[config.mk]
export PLATFORM = sky130hd
export DESIGN_NAME = xlat_buffer
export DESIGN_NICKNAME = d
export VERILOG_FILES = /design/src/rtl/xlat_pkg.sv /design/src/rtl/xlat_cam.sv /design/src/rtl/xlat_victim.sv /design/src/rtl/xlat_resolve.sv /design/src/rtl/xlat_buffer.sv
export SDC_FILE = /design/constraint.sdc
export NUM_CORES = 2
export LEC_CHECK = 0
export ABC_CLOCK_PERIOD_IN_PS = 9550
export BUFFER_PORTS_ARGS = -buffer_cell sky130_fd_sc_hd__buf_2
export CAP_MARGIN = 15
export CORE_UTILIZATION = 50
export CTS_CLUSTER_SIZE = 16
export DETAILED_ROUTE_END_ITERATION = 8
export HOLD_SLACK_MARGIN = 0.1
export PLACE_DENSITY = 0.75
export SYNTH_ARGS = -nofsm -noshare
export SYNTH_HDL_FRONTEND = slang
export SYNTH_HIERARCHICAL = 1
export SYNTH_SLANG_ARGS = --single-unit
[constraint.sdc]
create_clock -name clk -period 9.55 [get_ports clk]
set_input_delay 0.955 -clock clk [delete_from_list [all_inputs] [get_ports clk]]
set_output_delay 0.955 -clock clk [all_outputs]
set_load 0.02 [all_outputs]
[src/rtl/xlat_pkg.sv]
package xlat_pkg;

    localparam int VA_W    = 32;
    localparam int OFF_W   = 12;
    localparam int VPN_W   = VA_W - OFF_W;
    localparam int FRAME_W = 20;

    // lowest page number that user mode may not touch (0xC0000000 >> 12)
    localparam logic [VPN_W-1:0] USER_LIMIT_VPN = VPN_W'(20'hC0000);

    typedef enum logic [1:0] {
        ACC_READ  = 2'b00,
        ACC_WRITE = 2'b01,
        ACC_EXEC  = 2'b10,
        ACC_RSVD  = 2'b11
    } acc_e;

    typedef enum logic [1:0] {
        FLT_NONE = 2'b00,
        FLT_PAGE = 2'b01,
        FLT_PROT = 2'b10,
        FLT_PRIV = 2'b11
    } fault_e;

    typedef struct packed {
        logic               present;
        logic               ex;
        logic               wr;
        logic               rd;
        logic [FRAME_W-1:0] frame;
    } pte_t;

    function automatic logic perm_ok(pte_t p, acc_e a);
        case (a)
            ACC_READ:  return p.rd;
            ACC_WRITE: return p.wr;
            ACC_EXEC:  return p.ex;
            default:   return 1'b0;
        endcase
    endfunction

endpackage

[src/rtl/xlat_cam.sv]
module xlat_cam
    import xlat_pkg::*;
#(
    parameter int ENTRIES = 32
) (
    input  logic [ENTRIES-1:0][VPN_W-1:0] tags,
    input  logic [ENTRIES-1:0]            used,
    input  logic [VPN_W-1:0]              key,
    output logic [ENTRIES-1:0]            hit
);

    for (genvar i = 0; i < ENTRIES; i++) begin : g_cmp
        assign hit[i] = used[i] && (tags[i] == key);
    end

endmodule

[src/rtl/xlat_victim.sv]
module xlat_victim #(
    parameter int ENTRIES = 32,
    localparam int IDX_W  = $clog2(ENTRIES)
) (
    input  logic               clk,
    input  logic               rst,
    input  logic [ENTRIES-1:0] used,
    input  logic               alloc,
    output logic [ENTRIES-1:0] pick
);

    logic [IDX_W-1:0]   rr_q;
    logic [ENTRIES-1:0] free_pick;
    logic               any_free;

    // lowest-numbered free slot
    always_comb begin
        free_pick = '0;
        any_free  = 1'b0;
        for (int i = 0; i < ENTRIES; i++) begin
            if (!used[i] && !any_free) begin
                free_pick[i] = 1'b1;
                any_free     = 1'b1;
            end
        end
    end

    always_comb begin
        pick = free_pick;
        if (!any_free) begin
            pick       = '0;
            pick[rr_q] = 1'b1;
        end
    end

    always_ff @(posedge clk) begin
        if (rst) begin
            rr_q <= '0;
        end else if (alloc && !any_free) begin
            rr_q <= (rr_q == IDX_W'(ENTRIES - 1)) ? '0 : rr_q + 1'b1;
        end
    end

endmodule

[src/rtl/xlat_resolve.sv]
module xlat_resolve
    import xlat_pkg::*;
(
    input  logic [VA_W-1:0] vaddr,
    input  acc_e            acc,
    input  logic            user,
    input  logic            hit_any,
    input  pte_t            pte,
    output logic            miss,
    output fault_e          fault,
    output logic [VA_W-1:0] paddr
);

    logic [VPN_W-1:0] vpn;
    assign vpn = vaddr[VA_W-1:OFF_W];

    always_comb begin
        miss  = 1'b0;
        fault = FLT_NONE;
        paddr = '0;
        if (user && (vpn >= USER_LIMIT_VPN)) begin
            fault = FLT_PRIV;
        end else if (!hit_any) begin
            miss = 1'b1;
        end else if (!pte.present) begin
            fault = FLT_PAGE;
        end else if (!perm_ok(pte, acc)) begin
            fault = FLT_PROT;
        end else begin
            paddr = {pte.frame, vaddr[OFF_W-1:0]};
        end
    end

endmodule

[src/rtl/xlat_buffer.sv]
module xlat_buffer
    import xlat_pkg::*;
#(
    parameter int ENTRIES = 32
) (
    input  logic        clk,
    input  logic        rst,
    input  logic        req_valid,
    input  logic [31:0] req_vaddr,
    input  logic [1:0]  req_acc,
    input  logic        req_user,
    output logic        resp_valid,
    output logic        resp_miss,
    output logic [1:0]  resp_fault,
    output logic [31:0] resp_paddr,
    input  logic        fill_valid,
    input  logic [19:0] fill_vpn,
    input  logic [19:0] fill_frame,
    input  logic        fill_present,
    input  logic [2:0]  fill_perm,
    input  logic        inval_valid,
    input  logic [19:0] inval_vpn,
    input  logic        flush
);

    logic [ENTRIES-1:0]            slot_used;
    logic [ENTRIES-1:0][VPN_W-1:0] tag_q;
    pte_t [ENTRIES-1:0]            pte_q;

    logic [ENTRIES-1:0] look_hit;
    logic [ENTRIES-1:0] fill_hit;
    logic [ENTRIES-1:0] inval_hit;
    logic [ENTRIES-1:0] victim;
    logic [ENTRIES-1:0] fill_sel;
    logic               fill_eff;
    logic               alloc;
    pte_t               hit_pte;
    pte_t               new_pte;

    xlat_cam #(.ENTRIES(ENTRIES)) u_cam_look (
        .tags(tag_q), .used(slot_used), .key(req_vaddr[VA_W-1:OFF_W]), .hit(look_hit)
    );
    xlat_cam #(.ENTRIES(ENTRIES)) u_cam_fill (
        .tags(tag_q), .used(slot_used), .key(fill_vpn), .hit(fill_hit)
    );
    xlat_cam #(.ENTRIES(ENTRIES)) u_cam_inval (
        .tags(tag_q), .used(slot_used), .key(inval_vpn), .hit(inval_hit)
    );

    // a fill is dropped by a same-cycle flush or an invalidate of its own page
    assign fill_eff = fill_valid && !flush && !(inval_valid && (inval_vpn == fill_vpn));
    assign alloc    = fill_eff && !(|fill_hit);
    assign fill_sel = (|fill_hit) ? fill_hit : victim;

    xlat_victim #(.ENTRIES(ENTRIES)) u_victim (
        .clk(clk), .rst(rst), .used(slot_used), .alloc(alloc), .pick(victim)
    );

    assign new_pte = '{present: fill_present, ex: fill_perm[2], wr: fill_perm[1],
                       rd: fill_perm[0], frame: fill_frame};

    for (genvar i = 0; i < ENTRIES; i++) begin : g_slot
        always_ff @(posedge clk) begin
            if (rst || flush) begin
                slot_used[i] <= 1'b0;
            end else if (inval_valid && inval_hit[i]) begin
                slot_used[i] <= 1'b0;
            end else if (fill_eff && fill_sel[i]) begin
                slot_used[i] <= 1'b1;
            end
        end

        always_ff @(posedge clk) begin
            if (fill_eff && fill_sel[i]) begin
                tag_q[i] <= fill_vpn;
                pte_q[i] <= new_pte;
            end
        end
    end

    always_comb begin
        hit_pte = '0;
        for (int i = 0; i < ENTRIES; i++) begin
            if (look_hit[i]) hit_pte = hit_pte | pte_q[i];
        end
    end

    logic            rs_miss;
    fault_e          rs_fault;
    logic [VA_W-1:0] rs_paddr;

    xlat_resolve u_resolve (
        .vaddr(req_vaddr), .acc(acc_e'(req_acc)), .user(req_user),
        .hit_any(|look_hit), .pte(hit_pte),
        .miss(rs_miss), .fault(rs_fault), .paddr(rs_paddr)
    );

    always_ff @(posedge clk) begin
        if (rst) begin
            resp_valid <= 1'b0;
            resp_miss  <= 1'b0;
            resp_fault <= FLT_NONE;
            resp_paddr <= '0;
        end else begin
            resp_valid <= req_valid;
            resp_miss  <= req_valid && rs_miss;
            resp_fault <= req_valid ? rs_fault : FLT_NONE;
            resp_paddr <= req_valid ? rs_paddr : '0;
        end
    end

endmodule

### Yosys cells after proc, flatten, opt, wreduce, memory -nomap -nowiden

Cells that the tools add are included.

| storage, ports and cells | value |
|---|---|
| register bits after elaboration | 1,481 |
| input bits | 105 |
| output and inout port bits | 36 |
| logic and storage cells | 780 |

| cells by class | value |
|---|---|
| add/subtract/negate cells | 1 |
| $lt $le $gt $ge | 3 |
| equal/unequal tests | 100 |
| multiplexer cells | 110 |
| bitwise gates (word level) | 35 |
| reduce and logical (&&, ||, !) cells | 302 |

Operators with widths:

| cell | count |
|---|---|
| 20-bit equality test | 97 |
| 24-bit two-way mux | 32 |
| 24-bit OR | 31 |
| 1-bit logical AND | 199 |
| 1-bit two-way mux | 69 |
| 2-bit OR reduction | 33 |
| 1-bit zero test | 65 |
| 32-bit two-way mux | 2 |
| 32-bit OR reduction | 2 |
| 20-bit >= comparator, second input constant | 1 |
| 2-bit two-way mux | 4 |
| 5-bit by 6-bit less-than comparator with 1-bit output, second input constant | 1 |
| 6-bit OR reduction | 1 |
| 5-bit by 1-bit adder with 5-bit output, second input constant | 1 |
| 1-bit demux with 5-bit select | 1 |
| 5-bit equality test, second input constant | 1 |
| 5-bit by 1-bit >= comparator with 1-bit output, second input constant | 1 |
| 5-bit two-way mux | 1 |
| 1-bit inverter | 4 |
| 1-bit one-hot mux with 3 select lines | 1 |
| 2-bit by 1-bit equality test with 1-bit output, second input constant | 1 |
| 2-bit equality test, second input constant | 1 |
| 2-bit zero test | 1 |
| 1-bit logical OR | 1 |

### Logic depth before layout (Yosys ltp)

| depth | value |
|---|---|
| depth after elaboration | 96 |
| mapped depth | 18 |
| depth with buffers taken out | 12 |

### Cells and area by module

The synthesis kept the hierarchy.

By module, submodules not included:

| module | instances | cells an instance | area an instance (µm²) | seq. area each (µm²) |
|---|---|---|---|---|
| xlat_buffer | 1 | 2,349 | 49,583.8 | 43,641.9 |
| xlat_cam | 3 | 944 | 7,813.7 | 0.0 |
| xlat_victim | 1 | 144 | 977.2 | 100.1 |
| xlat_resolve | 1 | 83 | 452.9 | 0.0 |

### Worst setup path after synthesis

Ideal clock, no wire load.

| path | value |
|---|---|
| path type | in2reg |
| from | input fill_vpn[12] |
| to | register pte_q[48] (netlist bit) (enable) |
| setup time | 0.445 ns |
| arrival | 4.662 ns |
| required time | 9.105 ns |
| path slack | 4.442 ns |
| stages on the path | 13 |
| buffers on the path | 5 |
| cells stage by stage | buf_2 -> buf_6 -> buf_2 -> xnor2_1 -> nand4_1 -> nor4_2 -> nor4_1 -> nand4_1 -> nor2_4 -> buf_6 -> buf_6 -> a21oi_1 -> nor2_1 |

| on the way | value |
|---|---|
| longest elaborated chain between the ends | 5 |
| elaborated cells on any way between the ends | 71 |
| classes of those cells | eq/ne: 33; mux: 1; reduce/logical: 37 |

RTL lines:

| element | line | RTL |
|---|---|---|
| from (decl) | xlat_buffer.sv:17 | `input logic [19:0] fill_vpn,` |
| 20-bit equality test | xlat_cam.sv:13 | `assign hit[i] = used[i] && (tags[i] == key);` |
| 1-bit logical AND | xlat_cam.sv:13 |  |
| via fill_hit[17] | xlat_buffer.sv:31 | `logic [ENTRIES-1:0] fill_hit;` |
| 32-bit OR reduction | xlat_buffer.sv:53 | `assign fill_sel = (\|fill_hit) ? fill_hit : victim;` |
| 32-bit two-way mux | xlat_buffer.sv:53 |  |
| 1-bit logical AND | xlat_buffer.sv:74 | `if (fill_eff && fill_sel[i]) begin` |
| to (signal, indexed assignment) | xlat_buffer.sv:76 | `pte_q[i] <= new_pte;` |
| to (decl) | xlat_buffer.sv:28 | `pte_t [ENTRIES-1:0] pte_q;` |

The timed path passes the listed nets, and every way through them passes these cells.
A chain may end at the register's enable or synchronous reset.

### Worst setup path in the final report

| path | value |
|---|---|
| from | input fill_vpn[19] |
| to | register tag_q[42] (netlist bit) (enable) |

| on the way | value |
|---|---|
| longest elaborated chain between the ends | 5 |
| elaborated cells on any way between the ends | 71 |
| classes of those cells | eq/ne: 33; mux: 1; reduce/logical: 37 |

RTL lines:

| element | line | RTL |
|---|---|---|
| 20-bit equality test | xlat_cam.sv:13 |  |
| 1-bit logical AND | xlat_cam.sv:13 |  |
| via fill_hit[5] | xlat_buffer.sv:31 |  |
| 32-bit OR reduction | xlat_buffer.sv:53 |  |
| 32-bit two-way mux | xlat_buffer.sv:53 |  |
| 1-bit logical AND | xlat_buffer.sv:74 |  |
| to (signal, indexed assignment) | xlat_buffer.sv:75 | `tag_q[i] <= fill_vpn;` |
| to (decl) | xlat_buffer.sv:27 | `logic [ENTRIES-1:0][VPN_W-1:0] tag_q;` |

The timed path passes the listed nets, and every way through them passes these cells.

==> results.tsv <==
metric	value	unit
rsz0062_at_grt	no	
clk_latency	0.84	ns
top_layer_used	met5	
tightest_slew	1.36	ns
hold_path_depth	3	
drive_above_1_share	12.3	%
cpPeakStageDelay	0.83	ns
place_area	0.0768	mm2
fin_skew	0.0493	ns
cts_buffer_depth	3	
crit_family	simple AND/OR/NAND/NOR gates	
tritoncts	yes	
netlist.area_leader.share	56.8	%
fin_nets	5608	
clkSinkCount	1481	
worstPathCellList	buf_4 -> buf_4 -> xor2_1 -> nor4_1 -> nand3_1 -> nor4_2 -> nor4_1 -> nand4_1 -> nor2_4 -> buf_4 -> a21oi_1 -> nor2_4 -> buf_4	
maxCapViolCount	0	
ctsResizeCount	0	
cts_buffers	154	
fmax	155	MHz
start_util	50.4	%
grt_pass1_wl	369000	um
syn_area_per_cell	13.8	um2
hold_buffers	0	
worst-path-stages	13	
rows	141	
peakVddDrop	0.177	mV
die_area	0.150	mm2
netlist_area	0.0745	mm2
post-route-util	55.4	%
ios	141	
hold_ws	0.472	ns
drtIter0Drc	8436	
antenna_found_initial	9	
grt_pass1_vias	50326	
status	complete, no violations	
slew_headroom	8.64	%
synth_most_common_cell	edfxtp_1	
postSynth.asyncResetShare	0	%
wire_per_inst	35.2	um
dr.pass1.iters	8	
ys_ff_latch	1481	
powerDensity	174	mW/mm2
synthTopCellsByCount	edfxtp_1 (1,408), xnor2_1 (1,153), xor2_1 (787), nand4_1 (356), a22oi_1 (288)	
area_growth	10.0	%
clockRootBuffer	clkbuf_16	
reg2reg_depth	11	
route.detailed.drc	0	
ant_nets	0	
required	10.00	ns
port_buffers	140	
holdCritPathClass	in2reg	
dr_wl_met2	114000	um
postCtsSetupRepairBufs	0	
critPathSlowestCell	nor2_4	
finalCritPeriodShare	67.7	%
hold_viol_final	0	
yosys.area.top_type	edfxtp_1	
final_area	0.0819	mm2
place_congestion	0.988	
power.leakage	26.1	nW
grt_max_degree	49	
vias	51898	
die_w	388	um
core	0.148	mm2
worstSetupStartpointType	input pin	
crit_arrival	6.92	ns
synth_ff_type	edfxtp_1	
finalSetupViolCount	0	
end_kind	flop	
syn_inst	5408	
wl_met1	92400	um
criticalPathCategory	in2reg	
viasPerCell	6.87	
yosys_warnings	6	
yosysSeqAreaShare	58.7	%
met3_length	40500	um
cp_max_fo	48	
ys_types	54	
grt_overflow	0	
wl	266000	um
synthesis.nets	5518	
cts_max_level	4	
die_h	388	um
synth-edff-count	1408	
drv_slew	0	
hpwl	147000	um
synthTopCellsByArea	edfxtp_1 (57%), xnor2_1 (14%), xor2_1 (9.3%)	
path_clk_slew	0.06	ns
min_period	6.47	ns
grt_usage	34.5	%
path_buf_inv	4	
fin_setup_tns	0	ns
cpMostUsedCell	buf_4	
## flip-flops by register name, summed over array words and instances (netlist names)
name,flops
resp_fault,2
pte_q,768
resp_paddr,32
tag_q,640
resp_valid,1
slot_used,32
u_victim/rr_q,5
resp_miss,1
## area by class of cell
cell class	instances	area, um2
multi-input cells	3535	28500
diodes	5	12.5
well taps	1930	2410
clock buffers	198	4170
inverters	19	71.3
fillers	11539	65900
repair buffers	307	2010
clock inverters	81	926
flip-flops and latches	1481	43700
## tightest hold or removal path, cell delays in order
cell     delay, ns
buf_2         0.10
a31oi_1       0.07
and2_1        0.13
## layer usage
layer	track usage [%]	vias to the layer above
met5	0	-
met4	20.5	8
met3	9.88	1144
met2	51.3	4776
met1	44.7	25623
li1	-	20347
## cells by family (layout without fill, tap and decap cells)
family,count (synthesis),after routing,share of synthesized area (%)
xor+xnor,1940,1940,22.8
flops,1481,1481,58.7
simple gates,1028,1028,8.96
compound gates,561,561,5.78
buf+inv,392,605,3.59
fa+ha+maj,5,5,0.0840
mux,1,1,0.0134
other cells,0,5,0
## cell usage in the layout, fill, tap and decap left out, types with 36 or more instances in the layout
cell type     n
a21oi_1      70
dfxtp_1      73
buf_2       117
nor4_1      203
clkbuf_16   156
nand3_1     192
a22oi_1     288
buf_4       190
xor2_1      787
nor4_2       85
a22o_1       48
edfxtp_1   1408
a221oi_1     44
and2_1       36
nand4_1     356
xnor2_1    1153
## path summary, 6_finish.rpt
check / startpoint / end / slack, ns
max: fill_vpn[19] / tag_q[42] / 3.08
min: req_user / resp_miss / 0.47
max reg2reg: tag_q[94] / tag_q[42] / 4.00
min reg2reg: slot_used[25] / slot_used[25] / 0.68
## metrics by stage
step / instances / total power, mW / setup WS (ns)
4_1_cts: 7551 / 14.2 / 3.81
3_5_place_dp: 7272 / 8.21 / 2.95
6_report: 7556 / 14.2 / 3.08
2_1_floorplan: 5408 / 7.86 / 4.44
5_1_grt: 7553 / 14.5 / 3.25
3_3_place_gp: 7272 / 8.20 / 3.02
## where the power goes
| group | internal (mW) | total, mW | switching [mW] |
|---|---|---|---|
| Clock | 3.44 | 6.09 | 2.65 |
| Combinational | 0.293 | 1.00 | 0.711 |
| Sequential | 7.11 | 7.12 | 0.00797 |
No activity file was read; power rests on OpenSTA's default activity.
